### src/rtl/pwm_downtimer.sv
module pwm_downtimer #(
  parameter int W = 16
) (
  input  logic         clk,
  input  logic         rst,
  input  logic         en,
  input  logic [W-1:0] start_val,
  input  logic [W-1:0] match_val,
  input  logic         invert,
  output logic         pwm_out,
  output logic [W-1:0] count
);

  logic [W-1:0] cnt_q, match_q;
  logic         run_q, pwm_q;

  wire         load    = en && (!run_q || cnt_q == '0);
  wire [W-1:0] cnt_d   = load ? start_val : cnt_q - W'(1);
  wire [W-1:0] match_d = load ? match_val : match_q;

  always_ff @(posedge clk) begin
    if (rst) begin
      cnt_q   <= '0;
      match_q <= '0;
      run_q   <= 1'b0;
      pwm_q   <= 1'b0;
    end else if (!en) begin
      run_q   <= 1'b0;
      pwm_q   <= invert;
    end else begin
      cnt_q   <= cnt_d;
      match_q <= match_d;
      run_q   <= 1'b1;
      pwm_q   <= (cnt_d > match_d) ^ invert;
    end
  end

  assign count   = cnt_q;
  assign pwm_out = pwm_q;

  p_reset_clears_r8: assert property (@(posedge clk)
    rst |=> (count == '0 && !pwm_out));

  p_first_load_r1: assert property (@(posedge clk) disable iff (rst)
    (en && !run_q) |=> count == $past(start_val));

  p_decrement_r1: assert property (@(posedge clk) disable iff (rst)
    (en && run_q && count != '0) |=> count == $past(count) - W'(1));

  p_reload_r2: assert property (@(posedge clk) disable iff (rst)
    (en && run_q && count == '0) |=> count == $past(start_val));

  p_idle_hold_r5: assert property (@(posedge clk) disable iff (rst)
    !en |=> (count == $past(count) && pwm_out == $past(invert)));

  p_match_frozen_r6: assert property (@(posedge clk) disable iff (rst)
    (en && run_q && count != '0) |=> match_q == $past(match_q));

endmodule

### config.mk
export PLATFORM = sky130hd
export DESIGN_NAME = pwm_downtimer
export DESIGN_NICKNAME = d
export VERILOG_FILES = /design/src/rtl/pwm_downtimer.sv
export SDC_FILE = /design/constraint.sdc
export NUM_CORES = 1
export LEC_CHECK = 0
export ABC_AREA = 1
export BUFFER_PORTS_ARGS = -buffer_cell sky130_fd_sc_hd__buf_2
export CORE_MARGIN = 3
export CORE_UTILIZATION = 54
export DETAILED_ROUTE_END_ITERATION = 10
export GPL_TIMING_DRIVEN = 0
export PLACE_DENSITY_LB_ADDON = 0.1
export SLEW_MARGIN = 40
export SYNTH_ARGS = -nofsm -noshare
export SYNTH_HDL_FRONTEND = slang
export SYNTH_SLANG_ARGS = --single-unit
### constraint.sdc
create_clock -name clk -period 3.2 [get_ports clk]
set_input_delay 0.32 -clock clk [delete_from_list [all_inputs] [get_ports clk]]
set_output_delay 0.32 -clock clk [all_outputs]
set_load 0.005 [all_outputs]
==> results of run 1 <==
-- state kept, by name, indices dropped and copies added (netlist names) --
register,count
run_q,1
match_q,16
pwm_out,1
count,16
-- metrics by stage --
| stage | instance area (um^2) | util (%) | power [uW] | std cells | setup WS [ns] |
|---|---|---|---|---|---|
| floorplan | 2280 | - | 819 | 345 | 0.822 |
| global placement | 2590 | 67.3 | 927 | 444 | 0.565 |
| detailed placement | 2590 | 67.3 | 941 | 444 | 0.511 |
| CTS | 2670 | 69.4 | 1250 | 451 | 0.487 |
| global route | 2670 | 69.4 | 1350 | 451 | 0.175 |
| finish | 2670 | 69.4 | 1250 | 451 | 0.471 |
-- routing by layer --
| metal | track usage [%] | part of all wire [%] |
|---|---|---|
| met4 | 7.72 | 1.5 |
| met2 | 39.3 | 45 |
| met3 | 6.53 | 7.1 |
| met1 | 33.0 | 46 |
| met5 | 0 | 0 |
-- critical path, stage by stage (launching register included) --
cell     delay (ns)
dfxtp_1        0.33
inv_1          0.10
ha_1           0.22
nand2_1        0.06
nor2_1         0.04
nand2_1        0.07
nand2_2        0.10
nand2_2        0.15
buf_2          0.28
nand3_1        0.14
and2_1         0.19
ha_1           0.30
nand2_1        0.07
inv_1          0.04
nand2_1        0.06
nand2_1        0.05
nand2_1        0.06
nand2_1        0.05
nand2_1        0.05
nand2_1        0.06
a21oi_1        0.13
nor2_1         0.06
-- cell type report --
| type | count | area (um^2) |
|---|---|---|
| Buffer | 12 | 65.1 |
| Multi-Input combinational cell | 255 | 1370 |
| Fill cell | 372 | 1180 |
| Timing Repair Buffer | 51 | 255 |
| Tap cell | 48 | 60.1 |
| Clock buffer | 5 | 68.8 |
| Clock inverter | 2 | 10.0 |
| Inverter | 44 | 165 |
| Sequential cell | 34 | 681 |
-- cells in the final DEF (no fill, tap or decap), types with 16 or more instances in the layout --
cell type / synthesis / layout
ha_1: 18 / 18
a21oi_1: 16 / 16
buf_2: 4 / 55
nand2_1: 84 / 84
nand3_1: 31 / 31
o21ai_0: 16 / 16
dfxtp_1: 34 / 34
nor2_1: 37 / 37
inv_1: 42 / 42
-- final timing paths --
check / slack (ns) / from / to
worst max-delay path: 0.47 / count[0]$_SDFFE_PP0P_ / pwm_out$_SDFF_PP0_
worst min-delay path: 0.30 / match_val[6] / match_q[6]$_SDFFE_PP0P_
worst max register to register: 0.47 / count[0]$_SDFFE_PP0P_ / pwm_out$_SDFF_PP0_
worst min register to register: 0.48 / match_q[0]$_SDFFE_PP0P_ / match_q[0]$_SDFFE_PP0P_
-- kinds of logic after synthesis --
| group | share of synthesized area, % |
|---|---|
| buffers and inverters | 10.1 |
| AO/OA/AOI/OAI | 10.3 |
| XOR/XNOR | 3.08 |
| flip-flops | 29.9 |
| adder cells (fa/ha/maj) | 9.88 |
| AND/OR/NAND/NOR | 36.7 |
-- power breakdown --
part	internal [uW]	total, uW	switching (uW)
Clock	146	307	161
Sequential	461	490	28.9
Combinational	183	448	265
==> impl_metrics.tcl, run 1 <==
set metrics [dict create \
    status "completed" \
    area_growth_pct 17.3 \
    reg2regPathDepth 21 \
    grt_remaining_overflow 0 \
    wl_per_cell_um 12.8 \
    start_util_pct 59.1 \
    io_pins 53 \
    holdPathStages 3 \
    endpoint_kind "flop" \
    finClkSkew_ns 0.00334 \
    fin_crit_sh_pct 85.3 \
    critPathArrivalTime_ns 2.91 \
    insertion_delay_ns 0.29 \
    h-tree-depth 2 \
    yosys-top-cells-area "dfxtp_1, nand2_1, ha_1, inv_1, nand3_1" \
    fmaxAchievable_mhz 366 \
    drt_iter0_drc 139 \
    cts.path.max_buffers 2 \
    hpwl_um 4310 \
    syn_area_um2 2280 \
    drive_gt1_share_pct 17.4 \
    gp_congestion 0.896 \
    via_count 2290 \
    ys_top_cells_by_count "nand2_1, inv_1, nor2_1" \
    yosys_warnings 0 \
    final-max-slew-violation-count 0 \
    wl_um 5790 \
    antenna_found_initial 0 \
    yosys.area.top_type "dfxtp_1" \
    post_cts_buffers 0 \
    rsz0062_at_grt "no" \
    crit_type "reg -> reg" \
    synthArstFlopShare_pct 0 \
    cts.clk_slew.worst_paths_ns 0.07 \
    core.rowCount 22 \
    cts_tree "yes" \
    fin_setup_tns_ns 0 \
    drtPass1Iterations 5 \
    grt_max_degree 11 \
    clock-sinks 34 \
    die_width_um 71.0 \
    setup.worst_path.start_class "flop" \
    irDropWorstVdd_mv 0.327 \
    port_buffers 51 \
    cts_root_buf "clkbuf_8" \
    syn_nets 399 \
    vias_per_cell 5.08 \
    synth-edff-count 0 \
    dieArea_um2 5030 \
    cts-resized-gates 0 \
    p_leak_uw 0.00141 \
    diodes 0 \
    max-cap-violations 0 \
    setup_viol 0 \
    cts_hold_buf 0 \
    yosys_register_bits 34 \
    whs_ns 0.301 \
    power_density_nw_per_um2 466 \
    synth_cells 345 \
    worstMarginPinSlew_ns 0.720 \
    grt_pass1_vias 2129 \
    core_um2 3850 \
    hold_path_class "in -> reg" \
    cts-buffers-inserted 5 \
    grt_usage_pct 24.8 \
    fin_crit_ns 2.73 \
    route.detailed.drc 0 \
    grt_pass1_wl_um 9830 \
    layout.nets 457 \
    die_y_um 71.0 \
    cp_data_required_time_ns 3.39 \
    ant_nets 0 \
    timing.final.hold_violations 0 \
    synth.distinct_cells 26 \
    crit_fanout 10 \
    synth.top_cell.area_share_pct 29.9 \
    synth-seq-area-share_pct 29.9 \
    max-slew-margin-rel_pct 51.8 \
    synth_most_common_cell "nand2_1" \
    synth_flop_cell "dfxtp_1" \
    avgSynthCellArea_um2 6.60 \
]
Power figures use the tool's default switching activity.
==> run 2: changes to the inputs <==
--- a/config.mk
+++ b/config.mk
@@ -5,7 +5,6 @@
 export SDC_FILE = /design/constraint.sdc
 export NUM_CORES = 1
 export LEC_CHECK = 0
-export ABC_AREA = 1
 export BUFFER_PORTS_ARGS = -buffer_cell sky130_fd_sc_hd__buf_2
 export CORE_MARGIN = 3
 export CORE_UTILIZATION = 54
==> run 2 against run 1 <==
Clock power grew 28%. Sequential share of layout area shrank 3.1 points. The run now ends with setup timing left. Worst hold slack gained 0.0021 ns. Synthesized area grew 5.5%. Die area grew 5.1%. Cell count shrank 7.8%.
==> impl_metrics.tcl, run 2 <==
set metrics [dict create \
    status "finished with violations" \
    violations "setup timing" \
    crit_type "reg -> reg" \
    grt_remaining_overflow 0 \
    irDropWorstVdd_mv 0.288 \
    gp_congestion 0.891 \
    syn_nets 346 \
    grt_pass1_wl_um 11500 \
    insertion_delay_ns 0.29 \
    die_width_um 72.7 \
    yosys_warnings 0 \
    cts_tree "yes" \
    final_cell_mix "buf_2, nor2_1, dfxtp_1" \
    synth.distinct_cells 58 \
    final_common_cell "buf_2" \
    syn_area_um2 2400 \
    switching_share_pct 34.7 \
    cp_num_buf_inv 1 \
    setup_ws_ns -0.0280 \
    critical_path.top_delay_family "simple AND/OR/NAND/NOR gates" \
    wl_per_cell_um 18.2 \
    hpwl_um 5030 \
    max-slew-margin-rel_pct 54.3 \
    wl_um 7580 \
    drive_gt1_share_pct 30.9 \
    globalRoute.busiestLayer "met2" \
    core_um2 4140 \
    final-max-slew-violation-count 0 \
    grt_use_met2_pct 47.2 \
    grt_pass1_vias 2407 \
    clock-sinks 34 \
    cts-buffers-inserted 5 \
    antenna_found_initial 0 \
    switching_power_uw 500 \
    layout.nets 419 \
    ant_nets 0 \
    p_leak_uw 0.00135 \
    cts_root_buf "clkbuf_8" \
    drtPass1Iterations 5 \
    fmaxAchievable_mhz 310 \
    crit_fanout 7 \
    io_pins 53 \
    worstMarginPinSlew_ns 0.685 \
    finClkSkew_ns 0.00450 \
    fin_crit_sh_pct 101 \
    max_stage_delay_ns 0.44 \
    die_y_um 72.7 \
    fin_crit_ns 3.23 \
    synth_flop_cell "dfxtp_1" \
    r2r_setup_slack_ns -0.03 \
    use_met1_pct 35.4 \
    route.detailed.drc 0 \
    port_buffers 51 \
    cp_data_required_time_ns 3.36 \
    ys_top_cells_by_count "dfxtp_1, nor2_1, nand2_1" \
    cts.clk_slew.worst_paths_ns 0.07 \
    synth_cells 292 \
    synth-seq-area-share_pct 28.3 \
    avgSynthCellArea_um2 8.24 \
    whs_ns 0.303 \
    synth.top_cell.area_share_pct 28.3 \
    sequentialPowerShare_pct 34.6 \
    max-cap-violations 0 \
    vias_per_cell 6.39 \
    pwr-share-clk_pct 27.2 \
    grt_max_degree 11 \
    core.rowCount 23 \
    critPathArrivalTime_ns 3.39 \
    cp_slowest_cell "or4_4" \
    yosys.area.top_type "dfxtp_1" \
    cts.path.max_buffers 2 \
    synthArstFlopShare_pct 0 \
    dieArea_um2 5290 \
    timing.final.hold_violations 0 \
    via_count 2657 \
    setup.worst_path.start_class "flop" \
    fin_setup_tns_ns -0.0280 \
    internal_power_uw 943 \
    area_growth_pct 29.1 \
    hold_path_class "in -> reg" \
    dpl_worst_slack_ns -0.564 \
    drt_iter0_drc 134 \
    endpoint_kind "flop" \
    cts_hold_buf 0 \
    h-tree-depth 2 \
    setup_viol 1 \
    synth-edff-count 0 \
    start_util_pct 58.0 \
    synth_most_common_cell "dfxtp_1" \
    worstPathCellList "nor4_4, buf_4, nand2_4, or4_4, xor2_1, o21ai_1, ha_1, nand4_1, o41ai_4, nor4_2, a31oi_1, nand4b_1" \
    yosys_register_bits 34 \
    yosys-top-cells-area "dfxtp_1, ha_1, mux2i_1, nor2_1, nand2_1" \
    power_density_nw_per_um2 465 \
    use_met3_pct 4.27 \
    combPwrFrac_pct 38.2 \
    grt_usage_pct 27.9 \
    diodes 0 \
    rsz0062_at_grt "yes" \
]
[run 2: cell count changes in the layout (fill, tap and decap cells not counted), moves of 8 or more]
cell and change:
mux2i_1 +15, nand2_1 -58, nand3b_1 -9, and2_1 -9, xnor2_1 +8, buf_4 +16
inv_1 -34, nand3_1 -28
[run 2: path summary, 6_finish.rpt]
check                           start                        to  depth (start not counted)
min                      match_val[8]   match_q[8]$_SDFFE_PP0P_                          3
max             count[4]$_SDFFE_PP0P_        pwm_out$_SDFF_PP0_                         12
max reg2reg     count[4]$_SDFFE_PP0P_        pwm_out$_SDFF_PP0_                         12
min reg2reg  match_q[11]$_SDFFE_PP0P_  match_q[11]$_SDFFE_PP0P_                          2
[run 2: layout make-up]
| class | instances | area [um^2] |
|---|---|---|
| inverters | 11 | 41.3 |
| plain buffers | 15 | 87.6 |
| well taps | 50 | 62.6 |
| clock inverters | 1 | 30.0 |
| fillers | 345 | 1040 |
| clock buffers | 7 | 76.3 |
| flip-flops and latches | 34 | 693 |
| repair buffers | 67 | 379 |
| multi-input cells | 231 | 1730 |
[run 2: per-stage QoR]
step	util (%)	instances	power, uW	cell area, um^2
2_1_floorplan	-	292	816	2410
3_3_place_gp	65.9	393	934	2730
3_5_place_dp	65.9	393	948	2730
4_1_cts	71.3	410	1380	2960
5_1_grt	74.9	416	1510	3100
6_report	74.9	416	1440	3100
[run 2: cells by family (layout without fill, tap and decap cells)]
| group | after synthesis | in the layout | synth area share (%) |
|---|---|---|---|
| flip-flops | 34 | 34 | 28.3 |
| adder cells (fa/ha/maj) | 18 | 18 | 9.37 |
| buffers and inverters | 27 | 101 | 5.05 |
| AND/OR/NAND/NOR | 108 | 108 | 24.1 |
| XOR/XNOR | 14 | 14 | 5.10 |
| AO/OA/AOI/OAI | 72 | 72 | 20.1 |
| multiplexers | 19 | 19 | 8.01 |
[run 2: metal layers]
| metal | wire length, um | part of all wire, % |
|---|---|---|
| met4 | 280 | 3.7 |
| met2 | 3640 | 48 |
| met1 | 2920 | 39 |
| met5 | 0 | 0 |
| met3 | 732 | 9.7 |
[run 2: worst reg2reg max path, cell delays in order (launching register included)]
cell,delay [ns]
dfxtp_4,0.38
nor4_4,0.41
buf_4,0.22
nand2_4,0.05
or4_4,0.44
xor2_1,0.17
o21ai_1,0.11
ha_1,0.30
nand4_1,0.21
o41ai_4,0.43
nor4_2,0.11
a31oi_1,0.19
nand4b_1,0.11
[run 2: what timing repair did]
item / CTS / global route
endpoints found under the setup margin: 1 / 1
pin swaps: 5 / 13
buffers inserted: 9 / 7
resized for setup: 9 / 32
[run 2: power by group through the flow]
stage / registers [uW] / clock network, uW / logic (uW)
after CTS: 491 / 396 / 489
final: 499 / 392 / 551
after floorplan: 493 / 0 / 323
after global placement: 495 / 0 / 438
after detailed placement: 498 / 0 / 450
after global routing: 503 / 407 / 604
==> run 3: changes to the inputs <==
--- a/config.mk
+++ b/config.mk
@@ -6,8 +6,10 @@
 export NUM_CORES = 1
 export LEC_CHECK = 0
 export BUFFER_PORTS_ARGS = -buffer_cell sky130_fd_sc_hd__buf_2
+export CELL_PAD_IN_SITES_DETAIL_PLACEMENT = 0
+export CELL_PAD_IN_SITES_GLOBAL_PLACEMENT = 1
 export CORE_MARGIN = 3
-export CORE_UTILIZATION = 54
+export CORE_UTILIZATION = 40
 export DETAILED_ROUTE_END_ITERATION = 10
 export GPL_TIMING_DRIVEN = 0
 export PLACE_DENSITY_LB_ADDON = 0.1
==> run 3 against run 2 <==
The flow now finishes without violations. Sequential power grew 1%. Clock skew grew 0.0077 ns. Sequential cell count is the same. Clock-buffer cell count shrank 1. Critical path depth grew 2. Die area grew 32%. Total power grew 2.1%. Largest cell class unchanged.
==> impl_metrics.tcl, run 3 (synthesis results as in run 2) <==
set metrics [dict create \
    p_leak_uw 0.00136 \
    insertion_delay_ns 0.30 \
    max-slew-margin-rel_pct 53.8 \
    grt_usage_pct 21.4 \
    reg2regPathDepth 14 \
    combPwrFrac_pct 37.0 \
    internal_power_uw 964 \
    cts_tree "yes" \
    area_growth_pct 35.0 \
    pwr-share-clk_pct 28.6 \
    drtPass1Iterations 4 \
    path_depth 14 \
    cts-buffers-inserted 5 \
    die_width_um 83.5 \
    grt_pass1_vias 2396 \
    worstMarginPinSlew_ns 0.694 \
    power_density_nw_per_um2 454 \
    critPathArrivalTime_ns 3.33 \
    drive_gt1_share_pct 33.8 \
    cts.path.max_buffers 2 \
    antenna_found_initial 0 \
    worstPathCellList "inv_4, ha_4, nor4b_4, nand4_4, a21oi_4, buf_12, buf_4, mux2_4, ha_4, nand4_1, o41ai_4, nor4_1, a31oi_1, nand4b_1" \
    power_uw 1470 \
    crit_fanout 6 \
    sequentialPowerShare_pct 34.3 \
    holdPathStages 3 \
    crit_type "reg -> reg" \
    cp_slowest_cell "o41ai_4" \
    via_count 2439 \
    final_common_cell "buf_2" \
    switching_power_uw 508 \
    r2r-start "count[0]$_SDFFE_PP0P_" \
    gp_congestion 0.820 \
    endpoint_kind "flop" \
    core.rowCount 27 \
    vias_per_cell 5.59 \
    clock-sinks 34 \
    start_util_pct 42.4 \
    setup.worst_path.start_class "flop" \
    max_stage_delay_ns 0.43 \
    port_buffers 51 \
    fin_crit_ns 3.16 \
    setup_viol 0 \
    fmaxAchievable_mhz 316 \
    cts_root_buf "clkbuf_8" \
    whs_ns 0.287 \
    reg2reg_to "pwm_out$_SDFF_PP0_" \
    layout.nets 418 \
    final_area_um2 3250 \
    critical_path.top_delay_family "compound AO/OA/AOI/OAI gates" \
    worstHoldStart "match_val[6]" \
    grt_max_degree 12 \
    irDropWorstVdd_mv 0.240 \
    final-max-slew-violation-count 0 \
    route.detailed.drc 0 \
    dr_wl_met3_um 566 \
    wl_um 7500 \
    grt_pass1_wl_um 12000 \
    die_y_um 83.5 \
    met2WireLength_um 3410 \
    core_um2 5680 \
    cts.clk_slew.worst_paths_ns 0.08 \
    switching_share_pct 34.5 \
    cp_num_buf_inv 3 \
    finClkSkew_ns 0.0122 \
    r2r_setup_slack_ns 0.04 \
    hold_path_end "match_q[6]$_SDFFE_PP0P_" \
    timing.final.hold_violations 0 \
    met1_length_um 3430 \
    wl_per_cell_um 17.2 \
    drt_iter0_drc 93 \
    grt_remaining_overflow 0 \
    ant_nets 0 \
    status "completed" \
    diodes 0 \
    final_cell_mix "buf_2, nor2_1, dfxtp_1" \
    hold_path_class "in -> reg" \
    cp_data_required_time_ns 3.37 \
    fin_crit_sh_pct 98.8 \
    dpl_cell_area_um2 2760 \
    h-tree-depth 2 \
    rsz0062_at_grt "yes" \
    max-cap-violations 0 \
    crit_path_frequent_cell "ha_4" \
    hpwl_um 5330 \
    top_layer_used "met4" \
    io_pins 53 \
    dieArea_um2 6980 \
]
==> run 3: how the worst max path moves through the flow <==
stage / to / start
2_1_floorplan: pwm_out$_SDFF_PP0_ / count[0]$_SDFFE_PP0P_
3_3_place_gp: pwm_out$_SDFF_PP0_ / count[0]$_SDFFE_PP0P_
3_5_place_dp: pwm_out$_SDFF_PP0_ / count[0]$_SDFFE_PP0P_
4_1_cts: pwm_out$_SDFF_PP0_ / count[3]$_SDFFE_PP0P_
5_1_grt: pwm_out$_SDFF_PP0_ / count[13]$_SDFFE_PP0P_
6_report: pwm_out$_SDFF_PP0_ / count[0]$_SDFFE_PP0P_
==> run 3: power by group through the flow <==
stage / Clock, uW / Sequential (uW) / Combinational (uW)
floorplan: 0 / 493 / 323
global placement: 0 / 496 / 451
detailed placement: 0 / 497 / 457
CTS: 432 / 494 / 493
global route: 452 / 511 / 610
finish: 422 / 505 / 545
==> run 3: worst register-to-register path, delay by kind of cell, from the launching register on <==
kind | cells | cell delay, ns
flops | 1 | 0.37
mux | 1 | 0.31
fa+ha+maj | 2 | 0.39
compound gates | 3 | 0.88
simple gates | 5 | 0.76
buf+inv | 3 | 0.33
==> run 3: cell type report <==
type	count	area, um^2
Fill cell	534	2430
Multi-Input combinational cell	231	1800
Sequential cell	34	697
Timing Repair Buffer	68	413
Buffer	13	91.3
Tap cell	72	90.1
Clock buffer	6	82.6
Inverter	11	46.3
Clock inverter	1	30.0
==> run 3: what timing repair did <==
| item | CTS | global route |
|---|---|---|
| hold buffers | 0 | 0 |
| setup buffers | 7 | 9 |
| cloned | 0 | 1 |
| gates resized for setup | 18 | 36 |
| pin swaps | 5 | 10 |
| endpoints found under the setup margin | 1 | 1 |
==> run 3: metrics by stage <==
stage | utilization, % | setup WS (ns) | instances | TNS, ns
after floorplan | - | 0.0417 | 292 | 0
after global placement | 48.6 | -0.527 | 415 | -0.527
after detailed placement | 48.6 | -0.623 | 415 | -0.623
after CTS | 52.8 | 0.0225 | 428 | 0
after global routing | 57.2 | -0.137 | 436 | -0.137
final | 57.2 | 0.0371 | 436 | 0
==> run 3: routing by layer <==
layer / vias up / GRT usage (%)
li1: 1222 / -
met5: - / 0
met3: 9 / 3.85
met2: 86 / 33.3
met4: 0 / 7.02
met1: 1122 / 29.8
